==> src/rtl/ctr_pkg.sv <==
package ctr_pkg;

  localparam int CTL_SCALE_W = 3;

  typedef enum logic [1:0] {
    STEP_NONE = 2'd0,
    STEP_INC  = 2'd1,
    STEP_DEC  = 2'd2
  } step_e;

  typedef struct packed {
    logic [CTL_SCALE_W-1:0] scale;
    logic                   alert_en;
    logic                   cc_en;
    logic                   shdn;
  } ctl_t;

  localparam ctl_t CTL_RESET = '{scale: '1, alert_en: 1'b1, cc_en: 1'b0, shdn: 1'b0};

endpackage

==> src/rtl/ctr_sync.sv <==
module ctr_sync #(
  parameter int STAGES = 2
) (
  input  logic clk,
  input  logic rst_n,
  input  logic d_i,
  output logic q_o
);

  logic [STAGES-1:0] stage_q;
  logic [STAGES-1:0] stage_d;

  always_comb begin
    stage_d[0] = d_i;
    for (int i = 1; i < STAGES; i++) begin
      stage_d[i] = stage_q[i-1];
    end
  end

  always_ff @(posedge clk or negedge rst_n) begin
    if (!rst_n) stage_q <= '0;
    else        stage_q <= stage_d;
  end

  assign q_o = stage_q[STAGES-1];

endmodule

==> src/rtl/ctr_prescale.sv <==
module ctr_prescale
  import ctr_pkg::*;
#(
  parameter int SCALE_W = CTL_SCALE_W
) (
  input  logic               clk,
  input  logic               rst_n,
  input  logic               tick_i,
  input  logic               up_i,
  input  logic               shdn_i,
  input  logic [SCALE_W-1:0] scale_i,
  output step_e              step_o
);

  localparam int RES_W = (1 << SCALE_W) - 1;

  logic [RES_W-1:0] res_q;
  logic [RES_W-1:0] res_d;
  logic [RES_W:0]   m_full;
  logic [RES_W-1:0] m_top;
  step_e            step;

  always_comb begin
    m_full = (RES_W+1)'(1) << scale_i;
    m_top  = RES_W'(m_full - 1'b1);
  end

  always_comb begin
    res_d = res_q;
    step  = STEP_NONE;
    if (shdn_i) begin
      res_d = '0;
    end else if (tick_i) begin
      if (up_i) begin
        if (res_q >= m_top) begin
          res_d = '0;
          step  = STEP_INC;
        end else begin
          res_d = res_q + 1'b1;
        end
      end else begin
        if (res_q == '0) begin
          res_d = m_top;
          step  = STEP_DEC;
        end else begin
          res_d = res_q - 1'b1;
        end
      end
    end
  end

  always_ff @(posedge clk or negedge rst_n) begin
    if (!rst_n) res_q <= '0;
    else        res_q <= res_d;
  end

  assign step_o = step;

endmodule

==> src/rtl/ctr_acc.sv <==
module ctr_acc
  import ctr_pkg::*;
#(
  parameter int ACC_W = 16
) (
  input  logic             clk,
  input  logic             rst_n,
  input  step_e            step_i,
  input  logic             wr_i,
  input  logic [ACC_W-1:0] wdata_i,
  input  logic             preset_i,
  output logic [ACC_W-1:0] acc_o,
  output logic             sat_evt_o
);

  localparam logic [ACC_W-1:0] FULL    = '1;
  localparam logic [ACC_W-1:0] EMPTY   = '0;
  localparam logic [ACC_W-1:0] RST_VAL = {1'b0, {(ACC_W-1){1'b1}}};

  logic [ACC_W-1:0] acc_q;
  logic [ACC_W-1:0] acc_d;
  logic             sat_evt;

  always_comb begin
    acc_d   = acc_q;
    sat_evt = 1'b0;
    if (wr_i) begin
      acc_d = wdata_i;
    end else if (preset_i) begin
      acc_d = FULL;
    end else begin
      unique case (step_i)
        STEP_INC: begin
          if (acc_q != FULL) acc_d = acc_q + 1'b1;
          sat_evt = (acc_d == FULL);
        end
        STEP_DEC: begin
          if (acc_q != EMPTY) acc_d = acc_q - 1'b1;
          sat_evt = (acc_d == EMPTY);
        end
        default: ;
      endcase
    end
  end

  always_ff @(posedge clk or negedge rst_n) begin
    if (!rst_n) acc_q <= RST_VAL;
    else        acc_q <= acc_d;
  end

  assign acc_o     = acc_q;
  assign sat_evt_o = sat_evt;

endmodule

==> src/rtl/ctr_monitor.sv <==
module ctr_monitor #(
  parameter int ACC_W = 16
) (
  input  logic             clk,
  input  logic             rst_n,
  input  logic [ACC_W-1:0] acc_i,
  input  logic             sat_evt_i,
  input  logic             hi_wr_i,
  input  logic             lo_wr_i,
  input  logic [ACC_W-1:0] wdata_i,
  input  logic             clr_i,
  output logic [ACC_W-1:0] thr_hi_o,
  output logic [ACC_W-1:0] thr_lo_o,
  output logic             flag_hi_o,
  output logic             flag_lo_o,
  output logic             flag_sat_o
);

  logic [ACC_W-1:0] thr_hi_q;
  logic [ACC_W-1:0] thr_lo_q;
  logic             hi_q, lo_q, sat_q;
  logic             hi_d, lo_d, sat_d;
  logic             hi_cond, lo_cond, lim_cond;

  always_comb begin
    hi_cond  = (acc_i > thr_hi_q);
    lo_cond  = (acc_i < thr_lo_q);
    lim_cond = (acc_i == '1) || (acc_i == '0);
    hi_d     = hi_cond  | (hi_q  & ~clr_i);
    lo_d     = lo_cond  | (lo_q  & ~clr_i);
    sat_d    = sat_evt_i | (sat_q & ~(clr_i & ~lim_cond));
  end

  always_ff @(posedge clk or negedge rst_n) begin
    if (!rst_n) thr_hi_q <= '1;
    else if (hi_wr_i) thr_hi_q <= wdata_i;
  end

  always_ff @(posedge clk or negedge rst_n) begin
    if (!rst_n) thr_lo_q <= '0;
    else if (lo_wr_i) thr_lo_q <= wdata_i;
  end

  always_ff @(posedge clk or negedge rst_n) begin
    if (!rst_n) begin
      hi_q  <= 1'b0;
      lo_q  <= 1'b0;
      sat_q <= 1'b0;
    end else begin
      hi_q  <= hi_d;
      lo_q  <= lo_d;
      sat_q <= sat_d;
    end
  end

  assign thr_hi_o   = thr_hi_q;
  assign thr_lo_o   = thr_lo_q;
  assign flag_hi_o  = hi_q;
  assign flag_lo_o  = lo_q;
  assign flag_sat_o = sat_q;

endmodule

==> src/rtl/charge_tally.sv <==
module charge_tally
  import ctr_pkg::*;
#(
  parameter int ACC_W       = 16,
  parameter int SYNC_STAGES = 2
) (
  input  logic                   clk,
  input  logic                   rst_n,
  input  logic                   tick_i,
  input  logic                   tick_up_i,
  input  logic                   cc_i,
  input  logic                   ctl_wr_i,
  input  logic [CTL_SCALE_W-1:0] ctl_scale_i,
  input  logic [1:0]             ctl_mode_i,
  input  logic                   ctl_shdn_i,
  input  logic                   acc_wr_i,
  input  logic [ACC_W-1:0]       acc_wdata_i,
  input  logic                   thr_hi_wr_i,
  input  logic                   thr_lo_wr_i,
  input  logic [ACC_W-1:0]       thr_wdata_i,
  input  logic                   flag_clr_i,
  output logic [ACC_W-1:0]       acc_o,
  output logic                   flag_hi_o,
  output logic                   flag_lo_o,
  output logic                   flag_sat_o,
  output logic                   alert_o
);

  ctl_t             ctl_q;
  ctl_t             ctl_d;
  logic             cc_sync;
  logic             cc_hit;
  step_e            step;
  logic             sat_evt;
  logic [ACC_W-1:0] thr_hi;
  logic [ACC_W-1:0] thr_lo;

  always_comb begin
    ctl_d.scale    = ctl_scale_i;
    ctl_d.alert_en = ctl_mode_i[1];
    ctl_d.cc_en    = ctl_mode_i[0];
    ctl_d.shdn     = ctl_shdn_i;
  end

  always_ff @(posedge clk or negedge rst_n) begin
    if (!rst_n) ctl_q <= CTL_RESET;
    else if (ctl_wr_i) ctl_q <= ctl_d;
  end

  ctr_sync #(.STAGES(SYNC_STAGES)) u_cc_sync (
    .clk   (clk),
    .rst_n (rst_n),
    .d_i   (cc_i),
    .q_o   (cc_sync)
  );

  assign cc_hit = cc_sync & ctl_q.cc_en;

  ctr_prescale #(.SCALE_W(CTL_SCALE_W)) u_prescale (
    .clk     (clk),
    .rst_n   (rst_n),
    .tick_i  (tick_i),
    .up_i    (tick_up_i),
    .shdn_i  (ctl_q.shdn),
    .scale_i (ctl_q.scale),
    .step_o  (step)
  );

  ctr_acc #(.ACC_W(ACC_W)) u_acc (
    .clk       (clk),
    .rst_n     (rst_n),
    .step_i    (step),
    .wr_i      (acc_wr_i),
    .wdata_i   (acc_wdata_i),
    .preset_i  (cc_hit),
    .acc_o     (acc_o),
    .sat_evt_o (sat_evt)
  );

  ctr_monitor #(.ACC_W(ACC_W)) u_monitor (
    .clk        (clk),
    .rst_n      (rst_n),
    .acc_i      (acc_o),
    .sat_evt_i  (sat_evt),
    .hi_wr_i    (thr_hi_wr_i),
    .lo_wr_i    (thr_lo_wr_i),
    .wdata_i    (thr_wdata_i),
    .clr_i      (flag_clr_i),
    .thr_hi_o   (thr_hi),
    .thr_lo_o   (thr_lo),
    .flag_hi_o  (flag_hi_o),
    .flag_lo_o  (flag_lo_o),
    .flag_sat_o (flag_sat_o)
  );

  assign alert_o = ctl_q.alert_en & (flag_hi_o | flag_lo_o | flag_sat_o);

endmodule

==> config.mk <==
export PLATFORM = sky130hd
export DESIGN_NAME = charge_tally
export DESIGN_NICKNAME = d
export VERILOG_FILES = /design/src/rtl/ctr_pkg.sv /design/src/rtl/ctr_sync.sv /design/src/rtl/ctr_prescale.sv /design/src/rtl/ctr_acc.sv /design/src/rtl/ctr_monitor.sv /design/src/rtl/charge_tally.sv
export SDC_FILE = /design/constraint.sdc
export NUM_CORES = 1
export LEC_CHECK = 0
export ABC_AREA = 1
export BUFFER_PORTS_ARGS = -buffer_cell sky130_fd_sc_hd__buf_4
export CORE_ASPECT_RATIO = 0.8
export CORE_MARGIN = 4
export CORE_UTILIZATION = 56
export CTS_BUF_LIST = sky130_fd_sc_hd__clkbuf_8
export CTS_CLUSTER_DIAMETER = 50
export DETAILED_ROUTE_END_ITERATION = 10
export PLACE_DENSITY = 0.78
export SLEW_MARGIN = 20
export SYNTH_ARGS = -nofsm -noshare
export SYNTH_HDL_FRONTEND = slang
export SYNTH_SLANG_ARGS = --single-unit
==> constraint.sdc <==
create_clock -name clk -period 2.9 [get_ports clk]
set_input_delay 0.435 -clock clk [delete_from_list [all_inputs] [get_ports clk]]
set_output_delay 0.435 -clock clk [all_outputs]
set_load 0.03 [all_outputs]
# Word-level counts from Yosys, hierarchy flattened
# Index checks and enable logic that the tools add are counted.
# W data, S select, Z words.
[op_classes] add_sub_neg=5 n_mul=0 div=0 magnitude_cmp=3 eq_ne=5 shift=1 mux=24 bitwise=14 reduce_logical=7
[op_table] op="$mux W16" n=10
[op_table] op="$mux W7" n=5
[op_table] op="$eq A16 B16 Y1 const B" n=2
[op_table] op="$logic_not A16 Y1" n=2
[op_table] op="$pmux W16 S2" n=1
[op_table] op="$add A16 B1 Y16 const B" n=1
[op_table] op="$gt A16 B16 Y1" n=1
[op_table] op="$lt A16 B16 Y1" n=1
[op_table] op="$ne A16 B16 Y1 const B" n=1
[op_table] op="$reduce_bool A16 Y1" n=1
[op_table] op="$sub A16 B1 Y16 const B" n=1
[op_table] op="$sub A7 B1 Y7 const B" n=2
[op_table] op="$mux W2" n=4
[op_table] op="$add A7 B1 Y7 const B" n=1
[op_table] op="$ge A7 B7 Y1" n=1
[op_table] op="$logic_not A7 Y1" n=1
[op_table] op="$shl A1 B3 Y7 const A" n=1
[op_table] op="$and A1 B1 Y1" n=6
[op_table] op="$or A1 B1 Y1" n=5
[op_table] op="$reduce_bool A4 Y1" n=1
[op_table] op="$mux W1" n=3
[op_table] op="$not A1 Y1" n=3
[op_table] op="$eq A2 B1 Y1 const B" n=1
[op_table] op="$eq A2 B2 Y1 const B" n=1
[op_table] op="3 further kinds" n=3
[totals] ff_bits=66 latchBits=0 mem_bits_rw=0 mem_bits_ro=0 in_bits=48 out_inout_bits=20 n_memories=0

# Longest topological paths before layout
[depth] word_depth=16 ltp_mapped=19 depth_no_buf=19

# Cells and area by module
# Synthesis repeated with hierarchy kept, for this count alone.
[unflattened] hier_cells=798 area_unflattened_um2=5489.0
[modules_own_cells] mod="ctr_monitor" n_inst=1 cells_each=266 area_per_inst_um2=2160.8 seq_area_each_um2=895.9
[modules_own_cells] mod="ctr_acc" n_inst=1 cells_each=348 area_per_inst_um2=2078.2 seq_area_each_um2=419.2
[modules_own_cells] mod="ctr_prescale" n_inst=1 cells_each=152 area_per_inst_um2=934.6 seq_area_each_um2=175.2
[modules_own_cells] mod="charge_tally" n_inst=1 cells_each=30 area_per_inst_um2=265.3 seq_area_each_um2=155.1
[modules_own_cells] mod="ctr_sync" n_inst=1 cells_each=2 area_per_inst_um2=50.0 seq_area_each_um2=50.0

# Worst setup path before layout
# Ideal clock, no wire load.
[synth_path] kind="flip-flop to flip-flop" from="reg ctl_q[5] (netlist bit)" to="reg u_acc.acc_q[15] (netlist: u_acc.acc_o[15])" arrival_time_ps=2451 required_time_ps=2770 slack_ps=319 path_stages_with_launch=17 n_path_buf=2 synth_period_minus_slack_ps=2581 path_cell_list="dfstp_2 nor2_1 nand2_1 ha_1 o21ai_0 nand2_1 a21oi_1 o2111ai_1 nand3_1 ha_1 clkbuf_1 inv_1 clkbuf_1 nand2_1 nand3_1 o211ai_1 o21ai_1"
[synth_via] elab_chain_cells=11 elab_cells_between_ends=13
[synth_rtl] element="from (decl)" line_no="charge_tally.sv:29" rtl="ctl_t ctl_q;"
[synth_rtl] element="from (signal assigned)" line_no="charge_tally.sv:47" rtl="else if (ctl_wr_i) ctl_q <= ctl_d;"
[synth_rtl] element="$shl A1 B3 Y7 (*)" line_no="ctr_prescale.sv:24" rtl="m_full = (RES_W+1)'(1) << scale_i;"
[synth_rtl] element="$sub A7 B1 Y7 (*)" line_no="ctr_prescale.sv:25" rtl="m_top = RES_W'(m_full - 1'b1);"
[synth_rtl] element="$ge A7 B7 Y1 (*)" line_no="ctr_prescale.sv:35" rtl="if (res_q >= m_top) begin"
[synth_rtl] element="$mux W1 (*)" line_no="ctr_prescale.sv:35"
[synth_rtl] element="$mux W2 (*)" line_no="ctr_prescale.sv:34" rtl="if (up_i) begin"
[synth_rtl] element="$mux W2 (*)" line_no="ctr_prescale.sv:33" rtl="end else if (tick_i) begin"
[synth_rtl] element="$mux W2 (*)" line_no="ctr_prescale.sv:31" rtl="if (shdn_i) begin"
[synth_rtl] element="$eq A2 B2 Y1 or $eq A2 B1 Y1 (tied branches)" line_no="ctr_acc.sv:32" rtl="unique case (step_i)"
[synth_rtl] element="$pmux W16 S2" line_no="ctr_acc.sv:32"
[synth_rtl] element="$mux W16" line_no="ctr_acc.sv:29" rtl="end else if (preset_i) begin"
[synth_rtl] element="$mux W16" line_no="ctr_acc.sv:27" rtl="if (wr_i) begin"
[synth_rtl] element="to (signal assigned)" line_no="ctr_acc.sv:47" rtl="if (!rst_n) acc_q <= RST_VAL;"
[synth_rtl] element="to (signal assigned)" line_no="ctr_acc.sv:48" rtl="else acc_q <= acc_d;"
[synth_rtl] element="to (decl)" line_no="ctr_acc.sv:20" rtl="logic [ACC_W-1:0] acc_q;"
# Mark *: on every way between the ends. The rest lies on a longest branch, timed or not.
# A chain may end at the register's enable or synchronous reset.

# Worst setup path after layout
[layout_path] from="reg ctl_q[5] (netlist bit)" to="reg u_monitor.sat_q (netlist: u_monitor.flag_sat_o)"
[layout_via] elab_chain_cells=12 elab_cells_between_ends=13
[layout_rtl] element="$shl A1 B3 Y7 (*)" line_no="ctr_prescale.sv:24"
[layout_rtl] element="$sub A7 B1 Y7 (*)" line_no="ctr_prescale.sv:25"
[layout_rtl] element="$ge A7 B7 Y1 (*)" line_no="ctr_prescale.sv:35"
[layout_rtl] element="$mux W1 (*)" line_no="ctr_prescale.sv:35"
[layout_rtl] element="$mux W2 (*)" line_no="ctr_prescale.sv:34"
[layout_rtl] element="$mux W2 (*)" line_no="ctr_prescale.sv:33"
[layout_rtl] element="$mux W2 (*)" line_no="ctr_prescale.sv:31"
[layout_rtl] element="$eq A2 B2 Y1 or $eq A2 B1 Y1 (tied branches)" line_no="ctr_acc.sv:32"
[layout_rtl] element="$pmux W1 S2 (*)" line_no="ctr_acc.sv:32"
[layout_rtl] element="$mux W1 (*)" line_no="ctr_acc.sv:29"
[layout_rtl] element="$mux W1 (*)" line_no="ctr_acc.sv:27"
[layout_rtl] element="$or A1 B1 Y1 (*)" line_no="ctr_monitor.sv:31" rtl="sat_d = sat_evt_i | (sat_q & ~(clr_i & ~lim_cond));"
[layout_rtl] element="named net u_monitor.sat_d" line_no="ctr_monitor.sv:22" rtl="logic hi_d, lo_d, sat_d;"
[layout_rtl] element="to (signal assigned)" line_no="ctr_monitor.sv:52" rtl="sat_q <= sat_d;"
[layout_rtl] element="to (decl)" line_no="ctr_monitor.sv:21" rtl="logic hi_q, lo_q, sat_q;"
# Mark *: on every way through the listed nets, which the timed path passes. The rest lies on a longest branch.

==> metrics.md <==
| Metric | Value |
|---|---|
| F_max | `382 MHz` |
| Routed WL | `14400 um` |
| Core area | `8710 sq um` |
| IO Port Bufs | `67` |
| Mean Syn Cell Area | `7.17 sq um` |
| Die Y-Extent | `93.6 um` |
| Vias | `4940` |
| CTS buffer count | `9` |
| Global-route wire length before repair | `23700 um` |
| Mapped Nets | `808` |
| Synth Instances | `715` |
| Synth top area cells | `dfstp_2 (18%), dfrtp_1 (15%), nand2_1 (13%)` |
| Final worst path period need | `2620 ps` |
| Remaining DRCs | `0` |
| R2R setup slack | `280 ps` |
| Largest net degree at the start of global routing | `67` |
| CP Class | `reg2reg` |
| R2R cell count | `18` |
| Hold crit path type | `in2async` |
| Share of post-route cells with drive strength above 1 | `19.8%` |
| Sequential Power Share | `33.4%` |
| Period utilization | `90.2%` |
| Worst r2r src | `ctl_q[5]` |
| Crit path largest cell delay | `580 ps` |
| Post-DP HPWL | `10900 um` |
| Starting Density | `58.9%` |
| P_leak | `2.88 nW` |
| Wire per inst | `16.2 um` |
| Gr usage total | `27.9%` |
| Final count of hold timing violations | `0` |
| Post-synth top area share | `17.9%` |
| Final #Nets | `866` |
| Remaining antenna violation count | `0` |
| GP Congestion | `0.978` |
| Post-CTS setup buffer count | `0` |
| Worst path slowest cell | `dfstp_2` |
| CP Buf/Inv Count | `1` |
| Sw Share | `48.2%` |
| Clock slew at reported path FFs | `80 ps` |
| Net Sw Power | `2.30 mW` |
| Drt pass-1 iters | `5` |
| P per Cell Area | `808 nW/um^2` |
| Final setup TNS | `0 ps` |
| Placed cell area | `5660 sq um` |
| Die Span X | `115 um` |
| Final Setup Violations | `0` |
| Worst-path cell chain | `nor2_2 > nand2_1 > ha_1 > o21ai_0 > nand2_1 > a21oi_2 > o2111ai_2 > nand3_2 > ha_4 > buf_12 > nand3_1 > nor2_1 > nand2_1 > nor2_1 > nand3_1 > nand2_1 > nand2_1 > nand2_1` |
| Synth-to-Final Area Change | `15.1%` |
| WP data arrival | `2910 ps` |
| Gr ovfl total | `0` |
| Worst setup path startpoint | `ctl_q[5]` |
| Unique masters post-synth | `37` |
| Status | `finished, final reports clean` |
| Io pins | `68` |
| CTS tree | `yes` |
| Routed vias/inst | `5.55` |
| Post-synth top area cell | `dfstp_2` |
| Worst-Margin Slew | `863 ps` |
| Clock Latency Late Sink | `360 ps` |
| Reg area | `1700 sq um` |
| Clock network fraction of total power | `16.6%` |
| Max_cap viols | `0` |
| Yosys warnings | `0` |
| # diodes | `0` |
| Non-Filler Instances | `890` |
| Root Driver | `clkbuf_8` |
| Most used cell, CP | `nand2_1` |
| RSZ-0062 raised after global routing | `false` |
| R2r endpoint | `u_monitor.flag_sat_o` |
| CTS max path bufs | `2` |
| Multi-input gate area | `2970 sq um` |
| Max H-tree Level | `3` |
| Pint | `2.47 mW` |
| Final Max Tran Viols | `0` |
| Rows | `30` |
| Placed cells | `874` |
| CP required | `3190 ps` |
| Post-synthesis sequential area ratio | `33.1%` |
| CP top delay family | `simple AND/OR/NAND/NOR gates` |
| # clock sinks | `66` |
| Vias in the first global route | `4781` |
| Crit. End Element | `register` |
| Initial antenna violation count | `0` |
| Peak VDD IR | `0.619 mV` |
| Clock skew | `7.03 ps` |
| Relative slew slack | `42.5%` |
| Syn Std Cell Area | `5130 sq um` |
| Comb pwr share | `50.0%` |
| Die outline area | `10800 sq um` |
| Design Area, Final | `5900 sq um` |
| Seq cells post-synth | `66` |
| Layout fillers | `786` |
| DRT iter0 DRCs | `341` |
| Worst Setup Start Kind | `register` |
| Crit Path Max Fanout | `18` |
layout make-up:
| cell class | count | share of cell area [%] |
|---|---|---|
| Inverter | 91 | 5.79 |
| Clock inverter | 7 | 1.21 |
| Tap cell | 112 | 2.37 |
| Clock buffer | 9 | 2.10 |
| Multi-Input combinational cell | 532 | 50.3 |
| Timing Repair Buffer | 73 | 9.50 |
| Sequential cell | 66 | 28.7 |
worst max-delay path by stage:
stage | cells after the start | end
after global routing | 18 | u_monitor.flag_sat_o
after detailed placement | 18 | u_monitor.flag_sat_o
after floorplan | 16 | u_acc.acc_o[15]
final | 18 | u_monitor.flag_sat_o
after global placement | 18 | u_monitor.flag_sat_o
after CTS | 18 | u_monitor.flag_sat_o
synth_stat cells:
master / instances
inv_1: 86
dfstp_2: 35
o211ai_1: 11
nand3_1: 57
a21o_1: 1
nor2_4: 4
o2111ai_1: 2
xor2_1: 19
buf_4: 4
clkinv_1: 1
a21oi_1: 30
o21ai_1: 8
buf_6: 5
o21ai_0: 75
ha_1: 45
mux2_2: 4
nor2_2: 6
o31ai_1: 4
a31oi_1: 1
nand3b_1: 1
a211oi_1: 2
inv_2: 4
buf_2: 1
o221ai_1: 1
nor3_1: 8
dfrtp_1: 31
xnor2_1: 2
nand2_4: 1
a221oi_1: 1
o21bai_1: 1
o22ai_1: 5
buf_1: 1
nand2_2: 7
nor2_1: 60
nand2_1: 172
clkbuf_1: 15
nand4_1: 4
logic make-up after synthesis:
group                      after synthesis  share of synthesized area [%]
and+or+nand+nor                        320                           26.6
AOI/OAI and AO/OA                      142                           15.2
buffers and inverters                  117                           9.61
DFF                                     66                           33.1
adders and majority gates               45                           11.0
xor gates and xnor gates                21                           3.59
muxes                                    4                          0.878
what timing repair did:
action | CTS | global route
resized for setup | 0 | 10
setup endpoints to repair | 0 | 6
hold buffers | 0 | 0
per-stage QoR:
stage	worst slack, ps	utilization, %	hold slack, ps	total power [mW]
6_report	283	67.8	165	4.77
5_1_grt	36.2	67.8	161	5.16
4_1_cts	125	67.3	170	4.72
3_5_place_dp	155	65.0	336	3.91
3_3_place_gp	342	65.0	333	3.88
2_1_floorplan	319	-	139	3.17
power by group through the flow:
stage	Sequential, mW	Combinational, mW	Clock, mW
final	1.59	2.38	0.792
after global routing	1.62	2.68	0.851
after CTS	1.58	2.33	0.809
after detailed placement	1.60	2.31	0
after global placement	1.59	2.28	0
after floorplan	1.59	1.58	0
sequential cells by signal, indices dropped and copies added (netlist names):
register              flops
u_acc.acc_o              16
u_prescale.res_q          7
u_monitor.thr_lo_o       16
u_monitor.flag_sat_o      1
u_cc_sync.stage_q         2
u_monitor.thr_hi_o       16
ctl_q                     6
u_monitor.flag_hi_o       1
u_monitor.flag_lo_o       1
cell usage in the layout (no fill, tap or decap), drive strengths merged, types with 5 or more instances in the layout:
| master | synthesis | layout |
|---|---|---|
| clkbuf | 15 | 9 |
| dfrtp | 31 | 31 |
| o211ai | 11 | 11 |
| o22ai | 5 | 5 |
| xor2 | 19 | 19 |
| nor3 | 8 | 8 |
| buf | 11 | 73 |
| inv | 90 | 91 |
| a21oi | 30 | 30 |
| dfstp | 35 | 35 |
| ha | 45 | 45 |
| nand3 | 57 | 57 |
| nor2 | 70 | 70 |
| nand2 | 180 | 180 |
| o21ai | 83 | 83 |
per-layer routing:
metal	wire, um	global-route usage (%)
met4	300	8.31
met1	6830	39.7
met2	6170	41.4
met3	1090	7.37
met5	0	0
worst register-to-register path: stages (launching register included):
cell,delay [ps]
dfstp_2,580
nor2_2,70
nand2_1,70
ha_1,220
o21ai_0,150
nand2_1,80
a21oi_2,150
o2111ai_2,140
nand3_2,140
ha_4,160
buf_12,140
nand3_1,110
nor2_1,120
nand2_1,60
nor2_1,120
nand3_1,80
nand2_1,70
nand2_1,50
nand2_1,50
No activity file was read; power rests on OpenSTA's default activity.
